[src/rtl/rgbt_pkg.sv]
package rgbt_pkg;
   // index of each polarity-controlled output pin
   localparam int OUT_HS  = 0;
   localparam int OUT_VS  = 1;
   localparam int OUT_DE  = 2;
   localparam int NUM_OUT = 3;

   // default counter widths
   localparam int DEF_HW = 12;
   localparam int DEF_VW = 11;

   // pin level for an internal active flag under a polarity bit
   function automatic logic pin_level(input logic act, input logic pol);
      return pol ? act : ~act;
   endfunction
endpackage

[src/rtl/rgbt_axis_shadow.sv]
module rgbt_axis_shadow #(
   parameter int W = 12
) (
   input  logic         clk,
   input  logic         rst_n,
   input  logic         load,
   input  logic [W-1:0] period_i,
   input  logic [W-1:0] pulse_i,
   input  logic [W-1:0] wait_i,
   input  logic [W-1:0] active_i,
   output logic [W-1:0] period_q,
   output logic [W-1:0] pulse_q,
   output logic [W-1:0] wait_q,
   output logic [W-1:0] active_q
);
   always_ff @(posedge clk or negedge rst_n) begin
      if (!rst_n) begin
         period_q <= '0;
         pulse_q  <= '0;
         wait_q   <= '0;
         active_q <= '0;
      end else if (load) begin
         period_q <= period_i;
         pulse_q  <= pulse_i;
         wait_q   <= wait_i;
         active_q <= active_i;
      end
   end
endmodule

[src/rtl/rgbt_axis_ctr.sv]
module rgbt_axis_ctr #(
   parameter int W = 12
) (
   input  logic         clk,
   input  logic         rst_n,
   input  logic         run,
   input  logic         adv,
   input  logic [W-1:0] period,
   output logic [W-1:0] cnt,
   output logic         last
);
   // period 0 or 1 both wrap every step
   assign last = ({1'b0, cnt} + {{W{1'b0}}, 1'b1}) >= {1'b0, period};

   always_ff @(posedge clk or negedge rst_n) begin
      if (!rst_n)      cnt <= '0;
      else if (!run)   cnt <= '0;
      else if (adv)    cnt <= last ? '0 : cnt + 1'b1;
   end
endmodule

[src/rtl/rgbt_axis_win.sv]
module rgbt_axis_win #(
   parameter int W = 12
) (
   input  logic [W-1:0] cnt,
   input  logic [W-1:0] pulse,
   input  logic [W-1:0] wait_c,
   input  logic [W-1:0] active,
   output logic         sync_act,
   output logic         in_win,
   output logic [W-1:0] offset
);
   logic [W:0] win_end;

   assign win_end  = {1'b0, wait_c} + {1'b0, active};
   assign sync_act = cnt < pulse;
   assign in_win   = (cnt >= wait_c) && ({1'b0, cnt} < win_end);
   assign offset   = in_win ? (cnt - wait_c) : '0;
endmodule

[src/rtl/rgbt_pol_stage.sv]
module rgbt_pol_stage #(
   parameter int N = 3
) (
   input  logic [N-1:0] act,
   input  logic [N-1:0] pol,
   output logic [N-1:0] pin
);
   for (genvar i = 0; i < N; i++) begin : g_pin
      assign pin[i] = rgbt_pkg::pin_level(act[i], pol[i]);
   end
endmodule

[src/rtl/rgb_panel_timing.sv]
module rgb_panel_timing
   import rgbt_pkg::*;
#(
   parameter int HW = DEF_HW,
   parameter int VW = DEF_VW
) (
   input  logic          clk,
   input  logic          rst_n,
   input  logic          sync_on,
   input  logic          de_present,
   input  logic          hsync_pol,
   input  logic          vsync_pol,
   input  logic          de_pol,
   input  logic          pclk_pol,
   input  logic [HW-1:0] h_period,
   input  logic [HW-1:0] h_pulse,
   input  logic [HW-1:0] h_wait,
   input  logic [HW-1:0] h_active,
   input  logic [VW-1:0] v_period,
   input  logic [VW-1:0] v_pulse,
   input  logic [VW-1:0] v_wait,
   input  logic [VW-1:0] v_active,
   output logic          hsync_o,
   output logic          vsync_o,
   output logic          de_o,
   output logic          pix_clk_o,
   output logic          pix_req,
   output logic          frame_start,
   output logic [HW-1:0] pix_x,
   output logic [VW-1:0] pix_y
);
   // elaboration-time parameter checks
   if (HW < 2 || HW > 16) begin : g_bad_hw
      $error("rgb_panel_timing: HW must lie in 2..16");
   end
   if (VW < 2 || VW > 16) begin : g_bad_vw
      $error("rgb_panel_timing: VW must lie in 2..16");
   end

   logic [HW-1:0] sh_h_period, sh_h_pulse, sh_h_wait, sh_h_active;
   logic [VW-1:0] sh_v_period, sh_v_pulse, sh_v_wait, sh_v_active;
   logic [HW-1:0] h_cnt, h_off;
   logic [VW-1:0] v_cnt, v_off;
   logic          h_last, v_last;
   logic          h_sync, v_sync, h_in, v_in;
   logic          shadow_load, win;
   logic [NUM_OUT-1:0] act_q, pol_vec, pin_vec;
   logic          fs_q;

   // capture at frame wrap, or freely while idle
   assign shadow_load = !sync_on || (h_last && v_last);

   rgbt_axis_shadow #(.W(HW)) u_h_shadow (
      .clk(clk), .rst_n(rst_n), .load(shadow_load),
      .period_i(h_period), .pulse_i(h_pulse), .wait_i(h_wait), .active_i(h_active),
      .period_q(sh_h_period), .pulse_q(sh_h_pulse), .wait_q(sh_h_wait), .active_q(sh_h_active)
   );

   rgbt_axis_shadow #(.W(VW)) u_v_shadow (
      .clk(clk), .rst_n(rst_n), .load(shadow_load),
      .period_i(v_period), .pulse_i(v_pulse), .wait_i(v_wait), .active_i(v_active),
      .period_q(sh_v_period), .pulse_q(sh_v_pulse), .wait_q(sh_v_wait), .active_q(sh_v_active)
   );

   rgbt_axis_ctr #(.W(HW)) u_h_ctr (
      .clk(clk), .rst_n(rst_n), .run(sync_on), .adv(1'b1),
      .period(sh_h_period), .cnt(h_cnt), .last(h_last)
   );

   // vertical axis steps in whole lines
   rgbt_axis_ctr #(.W(VW)) u_v_ctr (
      .clk(clk), .rst_n(rst_n), .run(sync_on), .adv(h_last),
      .period(sh_v_period), .cnt(v_cnt), .last(v_last)
   );

   rgbt_axis_win #(.W(HW)) u_h_win (
      .cnt(h_cnt), .pulse(sh_h_pulse), .wait_c(sh_h_wait), .active(sh_h_active),
      .sync_act(h_sync), .in_win(h_in), .offset(h_off)
   );

   rgbt_axis_win #(.W(VW)) u_v_win (
      .cnt(v_cnt), .pulse(sh_v_pulse), .wait_c(sh_v_wait), .active(sh_v_active),
      .sync_act(v_sync), .in_win(v_in), .offset(v_off)
   );

   assign win     = h_in && v_in;
   assign pix_req = sync_on && win;
   assign pix_x   = pix_req ? h_off : '0;
   assign pix_y   = pix_req ? v_off : '0;

   // output register: pins show the counter position of the previous clock
   always_ff @(posedge clk or negedge rst_n) begin
      if (!rst_n) begin
         act_q <= '0;
         fs_q  <= 1'b0;
      end else begin
         act_q[OUT_HS] <= sync_on && h_sync;
         act_q[OUT_VS] <= sync_on && v_sync;
         act_q[OUT_DE] <= sync_on && win && de_present;
         fs_q          <= sync_on && (h_cnt == '0) && (v_cnt == '0);
      end
   end

   always_comb begin
      pol_vec         = '0;
      pol_vec[OUT_HS] = hsync_pol;
      pol_vec[OUT_VS] = vsync_pol;
      pol_vec[OUT_DE] = de_pol;
   end

   rgbt_pol_stage #(.N(NUM_OUT)) u_pol (
      .act(act_q), .pol(pol_vec), .pin(pin_vec)
   );

   assign hsync_o     = pin_vec[OUT_HS];
   assign vsync_o     = pin_vec[OUT_VS];
   assign de_o        = pin_vec[OUT_DE];
   assign frame_start = fs_q;
   assign pix_clk_o   = clk ^ pclk_pol;
endmodule

[config.mk]
export PLATFORM = sky130hd
export DESIGN_NAME = rgb_panel_timing
export DESIGN_NICKNAME = d
export VERILOG_FILES = /design/src/rtl/rgbt_pkg.sv /design/src/rtl/rgbt_axis_shadow.sv /design/src/rtl/rgbt_axis_ctr.sv /design/src/rtl/rgbt_axis_win.sv /design/src/rtl/rgbt_pol_stage.sv /design/src/rtl/rgb_panel_timing.sv
export SDC_FILE = /design/constraint.sdc
export NUM_CORES = 1
export LEC_CHECK = 0
export BUFFER_PORTS_ARGS = -buffer_cell sky130_fd_sc_hd__buf_2
export CAP_MARGIN = 30
export CELL_PAD_IN_SITES_DETAIL_PLACEMENT = 0
export CELL_PAD_IN_SITES_GLOBAL_PLACEMENT = 2
export CORE_MARGIN = 2
export CORE_UTILIZATION = 35
export CTS_BUF_LIST = sky130_fd_sc_hd__clkbuf_8
export CTS_CLUSTER_SIZE = 14
export DETAILED_ROUTE_END_ITERATION = 8
export PLACE_DENSITY = 0.84
export SYNTH_ARGS = -nofsm -noshare
export SYNTH_HDL_FRONTEND = slang
export SYNTH_HIERARCHICAL = 1
export SYNTH_SLANG_ARGS = --single-unit
[constraint.sdc]
create_clock -name clk -period 3.75 [get_ports clk]
set_input_delay 0.5625 -clock clk [delete_from_list [all_inputs] [get_ports clk]]
set_output_delay 0.5625 -clock clk [all_outputs]
set_load 0.005 [all_outputs]
== After elaboration in Yosys (flattened, before gate mapping) ==
Index checks and enable logic that the tools add are counted.

* Register bits: 119
* Input port bits: 100

* Add/subtract/negate cells: 8
* Magnitude comparators: 8
* Eq/ne operators: 1
* Muxes and demuxes: 12
* Bitwise operators: 4
* Reduce and logical (&&, ||, !) cells: 14

{| class="wikitable"
|+ Operator list
! operator !! number
|-
| 11-bit two-way mux || 5
|-
| 12-bit two-way mux || 4
|-
| 12-bit by 1-bit adder with 13-bit output, second input constant || 1
|-
| 12-bit by 12-bit adder with 13-bit output || 1
|-
| 13-bit by 12-bit greater-or-equal comparator with 1-bit output || 1
|-
| 12-bit by 13-bit < comparator with 1-bit output || 1
|-
| 11-bit by 1-bit adder with 12-bit output, second input constant || 1
|-
| 11-bit by 11-bit adder with 12-bit output || 1
|-
| 12-bit by 1-bit adder with 12-bit output, second input constant || 1
|-
| 12-bit by 11-bit greater-or-equal comparator with 1-bit output || 1
|-
| 12-bit greater-or-equal comparator || 1
|-
| 12-bit zero test || 1
|-
| 11-bit by 12-bit < comparator with 1-bit output || 1
|-
| 12-bit < comparator || 1
|-
| 12-bit subtractor || 1
|-
| 11-bit by 1-bit adder with 11-bit output, second input constant || 1
|-
| 11-bit greater-or-equal comparator || 1
|-
| 11-bit zero test || 1
|-
| 11-bit < comparator || 1
|-
| 11-bit subtractor || 1
|-
| 1-bit logical AND || 10
|-
| 1-bit two-way mux || 3
|-
| 1-bit NOT || 3
|-
| 2-bit by 1-bit != test with 1-bit output, second input constant || 1
|-
| 3 further kinds || 3
|}

== Longest topological paths before layout ==
* Word-level depth: 6
* Gate-level depth with buffers: 20

== By module ==
The synthesis kept the hierarchy.

{| class="wikitable"
|+ By module, submodules not included
! module !! instances !! cells each !! area each (µm²) !! sequential area each (µm²)
|-
| rgbt_axis_shadow (u_h_shadow) || 1 || 101 || 1,860.5 || 1,201.2
|-
| rgbt_axis_shadow (u_v_shadow) || 1 || 93 || 1,838.0 || 1,101.1
|-
| rgbt_axis_win (u_h_win) || 1 || 227 || 1,722.9 || 0.0
|-
| rgbt_axis_win (u_v_win) || 1 || 190 || 1,452.6 || 0.0
|-
| rgbt_axis_ctr (u_h_ctr) || 1 || 129 || 1,147.4 || 300.3
|-
| rgbt_axis_ctr (u_v_ctr) || 1 || 107 || 972.2 || 275.3
|-
| rgb_panel_timing || 1 || 46 || 372.9 || 100.1
|-
| rgbt_pol_stage || 1 || 3 || 26.3 || 0.0
|}

==> results.ini <==
[cells_and_area]
fill_cells = 2526
fin_cells = 1477
layout.nets = 1345
multi_input_area_um2 = 6170
stdcell_area_um2 = 11900
final_common_cell = dfrtp_1
seqCellArea_um2 = 2980
area_delta_synth_final_pct = 27.0
final_cell_mix = 117 x dfrtp_1, 116 x buf_2, 109 x ha_1
drive_gt1_share_pct = 39.6

[power_and_ir_drop]
p_seq_share_pct = 36.1
p_leak_nw = 6.16
p_sw_w = 0.00124
power_density_nw_per_um2 = 338
vdd_drop_max_uv = 236
clkPwrFrac_pct = 34.6
switching_share_pct = 30.6
p_int_w = 0.00280
comb_power_share_pct = 29.4

[drt]
drt_iter0_drc = 349
viasPerCell = 5.01
drtAntennaViolNets = 0
dr.pass1.iters = 4
drc_errors = 0
routedWlPerCell_um = 16.8
vias = 7401
wl_mm = 24.9

[critical_path]
critPathKind = reg2out
cp-start-kind = register
reg2reg_depth = 13
cpPeakStageDelay_ps = 380
cp_cell_sequence = ha_2, inv_2, fa_2, nor2b_4, o31a_4, o31ai_4, o21bai_1, a21oi_1, xor2_1, ha_1, a21o_1, a21oi_2, o21ai_2, a21oi_2, o31ai_4, buf_4, nor3_2, buf_4, and2_4, buf_6
ff2ff_setup_slack_ps = 130
crit_buf_inv = 4
critPathArrivalTime_ps = 4030
reg2reg_to = u_v_shadow/active_q[3]
crit_slowest_cell = dfrtp_1
path_max_fanout = 3
cp-end-kind = output pin
worstPathRequired_ps = 3190
cp_top_family = compound AO/OA/AOI/OAI gates
timing.rr.start = u_v_ctr/cnt[0]

[die]
die_w_um = 168
die-height_um = 168
core_um2 = 26200
initial_core_util_pct = 35.8
core.rowCount = 59
ioPinCount = 129
die_area_um2 = 28200

[flow_run]
max-cap-violations = 0

[timing]
min_period_ps = 4600
fmax_mhz = 218
clock_skew_ps = 22.5
finalSetupViolCount = 24
rsz0062_at_grt = true
hold_viol = 0
worst_pin_slew_ps = 803
tns_ps = -19170
setup_ws_ps = -847
post-route-period-util_pct = 123
finalMaxSlewViolations = 0
slew_headroom_pct = 46.5

[place]
place_inst = 1425
port_buffers = 128
placed_cell_area_um2 = 11000
hpwl_mm = 18.3
gp_congestion = 0.791

[yosys]
yosysWarningCount = 6
synthCells = 896
ys.flop_type = dfrtp_1
synth-seq-area-share_pct = 31.7
synth-edff-count = 0
avgSynthCellArea_um2 = 10.5
ys_ff_latch = 119
synth_async_sr_flop_share_pct = 100
synth_cell_types = 86
synth_area_um2 = 9390

[status]
violations = negative setup slack
status = complete, but fails checks

[clocking]
cts_tree = built
cts_hold_buf = 0
clkLatencyLatePin_ps = 560
path_clk_slew_ps = 80

[global_route]
antenna_found_initial = 1
grt_pass1_vias = 7597
track_usage_pct = 17.7
grt.overflow.total = 0
grt_pass1_wl_mm = 39.4
grt_start_max_net_pins = 58

[worst_hold_path]
hold_path.class = in2async

## state kept, by name, summed over array words and instances (netlist names)
register and cells:
u_h_ctr/cnt 12, u_h_shadow/active_q 12, u_h_shadow/period_q 12, u_h_shadow/pulse_q 12, u_h_shadow/wait_q 12, u_v_ctr/cnt 11, u_v_shadow/active_q 11, u_v_shadow/period_q 11
u_v_shadow/pulse_q 11, u_v_shadow/wait_q 11, act_q 3, frame_start 1
## cells by family after synthesis
group	count (synthesis)	share of synthesized area [%]
multiplexers	92	13.4
AND/OR/NAND/NOR	215	13.2
adder cells (fa/ha/maj)	117	15.9
buffers and inverters	106	5.89
AO/OA/AOI/OAI	193	14.9
other	1	0.0399
flip-flops	119	31.7
XOR/XNOR	53	4.94
## worst reg2reg max path: stages, from the launching register on
cell and delay [ps]:
dfrtp_1 430, ha_1 210, and3_1 240, nand4_1 130
xnor2_1 160, ha_1 350, nand3_2 110, or4_2 670
o21a_1 180, nand2_1 70, nand2_1 80, nand2_4 260
buf_12 250, mux2_4 340
## synth_stat cells, types with 15 or more instances
library cell	n	share of area, %
mux2_4	60	9.6
mux2_2	32	3.8
a21oi_1	41	2.2
and2_1	32	2.1
o21a_1	15	1.2
inv_1	80	3.2
nor2_1	33	1.3
nand2b_1	15	1.0
ha_1	113	15
nand2_1	33	1.3
dfrtp_1	119	32
nand3_1	18	0.96
a21o_1	23	1.8
o21ai_0	31	1.7
xor2_1	24	2.2
xnor2_1	29	2.7
## per-layer routing
| layer | GRT usage [%] | part of all wire [%] |
|---|---|---|
| met1 | 23.7 | 47 |
| met2 | 30.0 | 48 |
| met3 | 2.94 | 3.9 |
| met4 | 3.86 | 1.0 |
| met5 | 0 | 0 |
## metrics by stage
stage,hold slack (ps),util (%),power [W],setup slack (ps)
after floorplan,267,-,0.00220,-145
final,69.3,45.5,0.00404,-847
after global routing,119,45.5,0.00430,-1050
after CTS,93.8,44.5,0.00403,-848
after global placement,493,42.0,0.00257,-368
after detailed placement,492,42.0,0.00259,-403
## power groups by stage
stage	logic, W	clock network (W)	registers [W]
after floorplan	0.000732	0.00000900	0.00146
after global placement	0.00108	0.0000182	0.00148
after detailed placement	0.00109	0.0000182	0.00148
after CTS	0.00113	0.00144	0.00146
after global routing	0.00132	0.00150	0.00147
final	0.00119	0.00139	0.00146
## layout make-up
class,count,area share (%)
multi-input combinational,677,51.7
tap,335,3.51
timing repair buffer,227,13.2
sequential,119,25.0
antenna,1,0.0210
clock buffer,24,2.70
inverter,82,2.58
clock inverter,12,1.27
## worst max-delay path by stage
stage / start / endpoint / slack (ps) / cells past startpoint
final: u_h_shadow/active_q[0] / pix_x[10] / -850 / 20
after global placement: u_h_shadow/active_q[0] / pix_x[3] / -370 / 19
after CTS: u_v_shadow/active_q[0] / pix_y[5] / -850 / 16
after floorplan: u_h_shadow/wait_q[0] / pix_y[2] / -150 / 20
after global routing: u_h_shadow/active_q[0] / pix_x[10] / -1050 / 20
after detailed placement: u_h_shadow/active_q[0] / pix_x[3] / -400 / 19
## what timing repair did
item                                    4_1_cts  5_1_grt
endpoints found under the setup margin       24      117
hold endpoints to repair                      0        0
pin swaps                                    33       23
resized for setup                            31       32
gates cloned                                  3        4
buffers inserted                              4        5
(Power assumes the default switching activity.)
